--- config.mk ---
export PLATFORM = sky130hd
export DESIGN_NAME = stream_bus_master
export DESIGN_NICKNAME = d
export VERILOG_FILES = /design/src/rtl/sbm_pkg.sv /design/src/rtl/sbm_ctrl.sv /design/src/rtl/sbm_dp.sv /design/src/rtl/stream_bus_master.sv
export SDC_FILE = /design/constraint.sdc
export NUM_CORES = 1
export LEC_CHECK = 0
export ABC_CLOCK_PERIOD_IN_PS = 2600
export CAP_MARGIN = 20
export CORE_AREA = 2 2 133 135
export CTS_CLUSTER_SIZE = 25
export DETAILED_ROUTE_END_ITERATION = 12
export DIE_AREA = 0 0 135 137
export DONT_BUFFER_PORTS = 1
export GPL_TIMING_DRIVEN = 0
export PLACE_DENSITY = 0.3
export REMOVE_ABC_BUFFERS = 1
export SLEW_MARGIN = 25
export SYNTH_ARGS = -nofsm -noshare
export SYNTH_HDL_FRONTEND = slang
export SYNTH_SLANG_ARGS = --single-unit
--- constraint.sdc ---
create_clock -name clk -period 2.6 [get_ports clk]
set_clock_uncertainty 0.1 [all_clocks]
set_input_delay 0.26 -clock clk [delete_from_list [all_inputs] [get_ports clk]]
set_output_delay 0.26 -clock clk [all_outputs]
set_load 0.03 [all_outputs]
--- src/rtl/sbm_pkg.sv ---
package sbm_pkg;
  localparam int DATA_W = 64;
  localparam int KEEP_W = DATA_W / 8;
  localparam int TAG_W  = 4;

  typedef enum logic [1:0] {
    OWN_IDLE,
    OWN_UP,
    OWN_BYP
  } wrOwner_e;

  // strobes from control to datapath
  typedef struct packed {
    logic             wrFromUp;
    logic             wrFromByp;
    logic             rdToWr;
    logic             rdToDn;
    logic [TAG_W-1:0] token;
  } laneCtl_t;
endpackage

--- src/rtl/sbm_ctrl.sv ---
module sbm_ctrl
  import sbm_pkg::*;
#(
  parameter int FIRST_SLAVE = 2,
  parameter int NUM_SLAVES  = 4,
  parameter int SLOT_CYCLES = 4
) (
  input  logic             clk,
  input  logic             rst,
  input  logic             upValid,
  input  logic             upLast,
  input  logic             rdValid,
  input  logic             rdLast,
  input  logic [TAG_W-1:0] rdDest,
  input  logic             wrReady,
  input  logic             dnReady,
  output laneCtl_t         ctl
);
  localparam int LAST_SLAVE = FIRST_SLAVE + NUM_SLAVES - 1;
  localparam logic [TAG_W-1:0] FIRST_TAG = TAG_W'(FIRST_SLAVE);
  localparam logic [TAG_W-1:0] LAST_TAG  = TAG_W'(LAST_SLAVE);
  localparam int CNT_W = (SLOT_CYCLES > 1) ? $clog2(SLOT_CYCLES) : 1;
  localparam logic [CNT_W-1:0] SLOT_END = CNT_W'(SLOT_CYCLES - 1);

  wrOwner_e         ownerQ, ownerNow;
  logic             rdBusyQ, rdBypQ;
  logic [TAG_W-1:0] tokenQ, tokenNext;
  logic [CNT_W-1:0] slotQ;

  logic destLocal, rdByp;
  logic wrValidEff, wrLastEff, wrFire, rdFire;
  logic slotEnd, tokenAdvance;

  // route of the read packet: fixed at its first beat
  assign destLocal = (rdDest >= FIRST_TAG) && (rdDest <= LAST_TAG);
  assign rdByp     = rdBusyQ ? rdBypQ : destLocal;

  // write lane owner; a waiting bypass head wins over upstream
  always_comb begin
    ownerNow = ownerQ;
    if (ownerQ == OWN_IDLE) begin
      if (rdValid && rdByp)  ownerNow = OWN_BYP;
      else if (upValid)      ownerNow = OWN_UP;
    end
  end

  assign ctl.wrFromUp  = (ownerNow == OWN_UP);
  assign ctl.wrFromByp = (ownerNow == OWN_BYP);
  assign ctl.rdToWr    = rdByp && (ownerNow == OWN_BYP);
  assign ctl.rdToDn    = !rdByp;
  assign ctl.token     = tokenQ;

  assign wrValidEff = ctl.wrFromUp ? upValid : (ctl.wrFromByp ? rdValid : 1'b0);
  assign wrLastEff  = ctl.wrFromUp ? upLast : rdLast;
  assign wrFire     = wrValidEff && wrReady;
  assign rdFire     = rdValid && (ctl.rdToWr ? wrReady : (ctl.rdToDn ? dnReady : 1'b0));

  assign slotEnd      = !rdBusyQ && !rdValid && (slotQ == SLOT_END);
  assign tokenAdvance = (rdFire && rdLast) || slotEnd;
  assign tokenNext    = (tokenQ == LAST_TAG) ? FIRST_TAG : tokenQ + 1'b1;

  always_ff @(posedge clk) begin
    if (rst) begin
      ownerQ  <= OWN_IDLE;
      rdBusyQ <= 1'b0;
      rdBypQ  <= 1'b0;
      tokenQ  <= FIRST_TAG;
      slotQ   <= '0;
    end else begin
      if (wrFire) ownerQ <= wrLastEff ? OWN_IDLE : ownerNow;
      if (rdFire) begin
        rdBusyQ <= !rdLast;
        rdBypQ  <= rdByp;
      end
      if (tokenAdvance) begin
        tokenQ <= tokenNext;
        slotQ  <= '0;
      end else if (rdBusyQ || rdValid) begin
        slotQ  <= '0;
      end else begin
        slotQ  <= slotQ + 1'b1;
      end
    end
  end

  AST_TOKEN_RANGE: assert property (@(posedge clk) disable iff (rst)
    (tokenQ >= FIRST_TAG) && (tokenQ <= LAST_TAG));

  AST_TOKEN_STEP: assert property (@(posedge clk) disable iff (rst)
    (tokenQ != $past(tokenQ)) |->
      (tokenQ == (($past(tokenQ) == LAST_TAG) ? FIRST_TAG : $past(tokenQ) + 1'b1)));

  AST_TOKEN_HOLD: assert property (@(posedge clk) disable iff (rst)
    (rdValid && !rdFire) |=> $stable(tokenQ));

  AST_WR_LOCK: assert property (@(posedge clk) disable iff (rst)
    (wrFire && !wrLastEff && ctl.wrFromUp) |=> ctl.wrFromUp);

  AST_RD_ROUTE_LOCK: assert property (@(posedge clk) disable iff (rst)
    (rdFire && !rdLast) |=> $stable(ctl.rdToDn));
endmodule

--- src/rtl/sbm_dp.sv ---
module sbm_dp
  import sbm_pkg::*;
#(
  parameter int MASTER_ID = 1
) (
  input  logic              clk,
  input  logic              rst,
  input  laneCtl_t          ctl,
  input  logic              upValid,
  output logic              upReady,
  input  logic [DATA_W-1:0] upData,
  input  logic [KEEP_W-1:0] upKeep,
  input  logic              upLast,
  input  logic [TAG_W-1:0]  upId,
  input  logic [TAG_W-1:0]  upDest,
  output logic              dnValid,
  input  logic              dnReady,
  output logic [DATA_W-1:0] dnData,
  output logic [KEEP_W-1:0] dnKeep,
  output logic              dnLast,
  output logic [TAG_W-1:0]  dnId,
  output logic [TAG_W-1:0]  dnDest,
  output logic              wrValid,
  input  logic              wrReady,
  output logic [DATA_W-1:0] wrData,
  output logic [KEEP_W-1:0] wrKeep,
  output logic              wrLast,
  output logic [TAG_W-1:0]  wrId,
  output logic [TAG_W-1:0]  wrDest,
  output logic [TAG_W-1:0]  wrUser,
  input  logic              rdValid,
  output logic              rdReady,
  input  logic [DATA_W-1:0] rdData,
  input  logic [KEEP_W-1:0] rdKeep,
  input  logic              rdLast,
  input  logic [TAG_W-1:0]  rdId,
  input  logic [TAG_W-1:0]  rdDest,
  output logic [TAG_W-1:0]  rdUser
);
  localparam logic [TAG_W-1:0] MASTER_TAG = TAG_W'(MASTER_ID);

  // write lane source mux
  assign wrValid = ctl.wrFromUp ? upValid : (ctl.wrFromByp ? rdValid : 1'b0);
  assign wrData  = ctl.wrFromByp ? rdData : upData;
  assign wrKeep  = ctl.wrFromByp ? rdKeep : upKeep;
  assign wrLast  = ctl.wrFromByp ? rdLast : upLast;
  assign wrId    = ctl.wrFromByp ? rdId   : upId;
  assign wrDest  = ctl.wrFromByp ? rdDest : upDest;
  assign wrUser  = ctl.wrFromByp ? ctl.token : MASTER_TAG;
  assign upReady = ctl.wrFromUp && wrReady;

  // read lane split: bypass or downstream
  assign rdReady = ctl.rdToWr ? wrReady : (ctl.rdToDn ? dnReady : 1'b0);
  assign rdUser  = ctl.token;
  assign dnValid = rdValid && ctl.rdToDn;
  assign dnData  = rdData;
  assign dnKeep  = rdKeep;
  assign dnLast  = rdLast;
  assign dnId    = rdId;
  assign dnDest  = rdDest;

  AST_ONE_WR_SRC: assert property (@(posedge clk) disable iff (rst)
    !(upReady && rdReady && ctl.rdToWr));

  AST_DN_NOT_LOCAL: assert property (@(posedge clk) disable iff (rst)
    !(dnValid && ctl.rdToWr));
endmodule

--- src/rtl/stream_bus_master.sv ---
module stream_bus_master
  import sbm_pkg::*;
#(
  parameter int MASTER_ID   = 1,
  parameter int FIRST_SLAVE = 2,
  parameter int NUM_SLAVES  = 4,
  parameter int SLOT_CYCLES = 4
) (
  input  logic              clk,
  input  logic              rst,
  input  logic              upValid,
  output logic              upReady,
  input  logic [DATA_W-1:0] upData,
  input  logic [KEEP_W-1:0] upKeep,
  input  logic              upLast,
  input  logic [TAG_W-1:0]  upId,
  input  logic [TAG_W-1:0]  upDest,
  output logic              dnValid,
  input  logic              dnReady,
  output logic [DATA_W-1:0] dnData,
  output logic [KEEP_W-1:0] dnKeep,
  output logic              dnLast,
  output logic [TAG_W-1:0]  dnId,
  output logic [TAG_W-1:0]  dnDest,
  output logic              wrValid,
  input  logic              wrReady,
  output logic [DATA_W-1:0] wrData,
  output logic [KEEP_W-1:0] wrKeep,
  output logic              wrLast,
  output logic [TAG_W-1:0]  wrId,
  output logic [TAG_W-1:0]  wrDest,
  output logic [TAG_W-1:0]  wrUser,
  input  logic              rdValid,
  output logic              rdReady,
  input  logic [DATA_W-1:0] rdData,
  input  logic [KEEP_W-1:0] rdKeep,
  input  logic              rdLast,
  input  logic [TAG_W-1:0]  rdId,
  input  logic [TAG_W-1:0]  rdDest,
  output logic [TAG_W-1:0]  rdUser
);
  laneCtl_t ctl;

  sbm_ctrl #(
    .FIRST_SLAVE(FIRST_SLAVE),
    .NUM_SLAVES (NUM_SLAVES),
    .SLOT_CYCLES(SLOT_CYCLES)
  ) i_ctrl (
    .clk    (clk),
    .rst    (rst),
    .upValid(upValid),
    .upLast (upLast),
    .rdValid(rdValid),
    .rdLast (rdLast),
    .rdDest (rdDest),
    .wrReady(wrReady),
    .dnReady(dnReady),
    .ctl    (ctl)
  );

  sbm_dp #(
    .MASTER_ID(MASTER_ID)
  ) i_dp (
    .clk    (clk),
    .rst    (rst),
    .ctl    (ctl),
    .upValid(upValid), .upReady(upReady), .upData(upData), .upKeep(upKeep),
    .upLast (upLast),  .upId(upId),       .upDest(upDest),
    .dnValid(dnValid), .dnReady(dnReady), .dnData(dnData), .dnKeep(dnKeep),
    .dnLast (dnLast),  .dnId(dnId),       .dnDest(dnDest),
    .wrValid(wrValid), .wrReady(wrReady), .wrData(wrData), .wrKeep(wrKeep),
    .wrLast (wrLast),  .wrId(wrId),       .wrDest(wrDest), .wrUser(wrUser),
    .rdValid(rdValid), .rdReady(rdReady), .rdData(rdData), .rdKeep(rdKeep),
    .rdLast (rdLast),  .rdId(rdId),       .rdDest(rdDest), .rdUser(rdUser)
  );
endmodule

==> reports/summary.txt <==
wire length reported by the detailed router: 12100 um
die area: 18500 sq um
sequential element share of the synthesized area: 8.81%
Crit Path Max Fanout: 26
proportion of synthesized flip-flops having asynchronous set or reset: 0%
dpl ws: -437 ps
Max-slew headroom: 36.4%
Max clock buf depth: 2
Max H-tree Level: 1
number of global-route vias before repair: 1739
root buffer selected by CTS: clkbuf_16
antenna violations before repair: 0
post-layout minimum cycle time: 2500 ps
cell with the largest stage delay on the worst path: mux2_4
Comb power frac: 58.5%
ratio of cells with drive above 1 in the final layout: 43.3%
antenna cells: 0
maximum clock frequency: 400 MHz
result of the run: complete, no violations
ys flop type: dfxtp_1
clock latency reported for the late side of the worst-skew pair: 240 ps
hpwl dp: 10700 um
Vert. Die Dim: 137 um
Synth Register Bits: 10
total I/O pin count: 342
total power divided by cell area: 540 nW/um^2
CTS sink cnt: 10
PortBufs: 0
Mean Syn Cell Area: 8.92 sq um
overall routing resource usage: 12.0%
CTS tree: done
sequential fraction of design power: 15.2%
initial core utilization: 13.3%
data arrival time at the worst-slack endpoint: 2140 ps
DR pass1 iterations: 4
number of buffers inserted during clock tree synthesis: 3
kind of start point of the critical path: register
Clk network pwr share: 26.3%
Area Growth Syn to Fin: -2.42%
summed negative setup slack over all endpoints: 0 ps
Cell Area, Synth: 2270 sq um
Final Hold Fails: 0
final setup violating endpoints: 0
number of max-slew violations in the final report: 0
Sw Ratio: 49.6%
Yosys Warn Count: 0
Distinct cells, synth: 37
number of enable-type register cells in the synthesized netlist: 0
total core area: 17100 sq um
combined buffer and inverter count along the critical path: 2
worst vdd ir: 187 uV
highest cell delay on the worst timing path: 400 ps
vias after detailed routing: 1681
final routed wire length divided by cell count: 30.0 um
type of destination of the critical path: output pin
total net switching power: 594 uW
# nets final: 350
Die Width: 135 um
via-per-instance ratio: 4.17
slew at the pin with the worst max-slew slack: 943 ps
Data required, critical path: 2240 ps
number of cells produced by synthesis: 255
aggregate global routing overflow: 0
DRT iter0 DRCs: 29
leakage component of the power: 0.000761 uW
weighted congestion at the end of routability-driven global placement: 0.836
share of the clock period used by the worst path: 96.1%
clock transition at the register clock pins on the worst setup and hold paths after CTS: 50 ps
cell class contributing the biggest share of worst-path delay: compound AO/OA/AOI/OAI gates
Internal Pwr Total: 604 uW
class of the tightest hold or removal check: input port to register
global-route wire length before repair: 14900 um
largest net degree at the start of global routing: 27
row count: 48
worst-path cell chain: o31ai_4 -> nand2_2 -> a21oi_4 -> buf_16 -> clkbuf_16 -> mux2_4
unrepaired setup endpoints after global routing: false
path type of the worst setup path: register to output pin
max-capacitance violation count: 0
post-route total power: 1200 uW
remaining design rule violation count: 0
final setup margin: 102 ps
ANT nets after route: 0
-- Yosys cell counts, types with 2 or more instances --
cell type	number	area [sq um]
mux2_2	36	405
nor3b_1	3	22.5
a21oi_1	6	30.0
inv_1	7	26.3
nor2b_1	4	25.0
nand3_1	3	15.0
ha_1	3	37.5
buf_2	3	15.0
a211oi_1	2	15.0
nand2_1	6	22.5
o21ai_0	7	35.0
and2_1	3	18.8
mux2_1	46	518
buf_4	83	623
buf_6	4	45.0
nor2_1	7	26.3
nor3_1	2	10.0
o41ai_1	2	17.5
dfxtp_1	10	200
-- flip-flops by register name, summed over array words and instances (netlist names) --
signal	count
i_ctrl.ownerQ	2
i_ctrl.rdBusyQ	1
i_ctrl.slotQ	2
i_ctrl.rdBypQ	1
i_ctrl.tokenQ	4
-- path summary, 6_finish.rpt --
kind	slack (ps)	start	cells after the start	endpoint
max	100	i_ctrl.rdBusyQ	6	wrData[6]
max reg2reg	460	i_ctrl.ownerQ[0]	5	i_ctrl.tokenQ[1]
min reg2reg	320	i_ctrl.slotQ[0]	1	i_ctrl.slotQ[0]
min	20	rst	1	i_ctrl.tokenQ[3]
-- cells by family after synthesis --
logic type / share of synthesized area [%]
DFF: 8.81
AOI/OAI and AO/OA: 8.09
muxes: 40.6
adders and majority gates: 1.65
and+or+nand+nor: 8.70
xor gates and xnor gates: 0.771
buffers and inverters: 31.4
-- power by group through the flow --
| stage | Sequential, uW | Combinational, uW | Clock, uW |
|---|---|---|---|
| 2_1_floorplan | 180 | 495 | 0 |
| 3_3_place_gp | 185 | 622 | 0 |
| 3_5_place_dp | 185 | 644 | 0 |
| 4_1_cts | 182 | 670 | 320 |
| 5_1_grt | 184 | 735 | 332 |
| 6_report | 182 | 702 | 315 |
-- layout by cell type, fill, tap and decap left out, types with 5 or more instances in the layout --
cell     Yosys  final
inv_1        7      7
mux2_4       0     24
o21ai_0      7      6
nor2_1       7      7
mux2_2      36     36
nand2_1      6      5
dfxtp_1     10      9
a21oi_1      6      6
mux2_1      46     22
-- final cells by class --
class	instances	area (sq um)
clock buffer	4	88.8
fill	1959	14800
inverter	7	26.3
multi-input combinational	147	1460
sequential	10	204
tap	225	282
timing repair buffer	10	158
-- metrics by stage --
stage,hold WS (ps),std cells,cell area [sq um],utilization [%]
4_1_cts,0.143,400,2090,12.3
5_1_grt,14.5,403,2220,13.0
3_5_place_dp,236,392,1960,11.5
2_1_floorplan,229,164,1590,-
3_3_place_gp,234,389,1870,11.0
6_report,20.6,403,2220,13.0
-- repair_timing --
action	in CTS	in global routing
cloned	0	1
setup endpoints to repair	85	59
resized for setup	27	24
hold buffers	1	1
endpoints found under the hold margin	3	1
pin swaps	1	2
buffers inserted	3	1
-- worst reg2reg max path, stage by stage, from the launching register on --
cell and delay, ps:
dfxtp_1 490, and4b_1 230, a31oi_1 320, a21oi_1 290
or3_1 420, a21o_1 170
-- routing by layer --
metal | track usage (%) | routed length (um) | share of wire (%) | vias to the layer above
li1 | - | - | - | 663
met5 | 0 | 0 | 0 | -
met4 | 1.16 | 85 | 0.70 | 0
met2 | 18.0 | 5040 | 42 | 222
met3 | 9.22 | 2340 | 19 | 11
met1 | 14.2 | 4620 | 38 | 785
No activity file was read; power rests on OpenSTA's default activity.
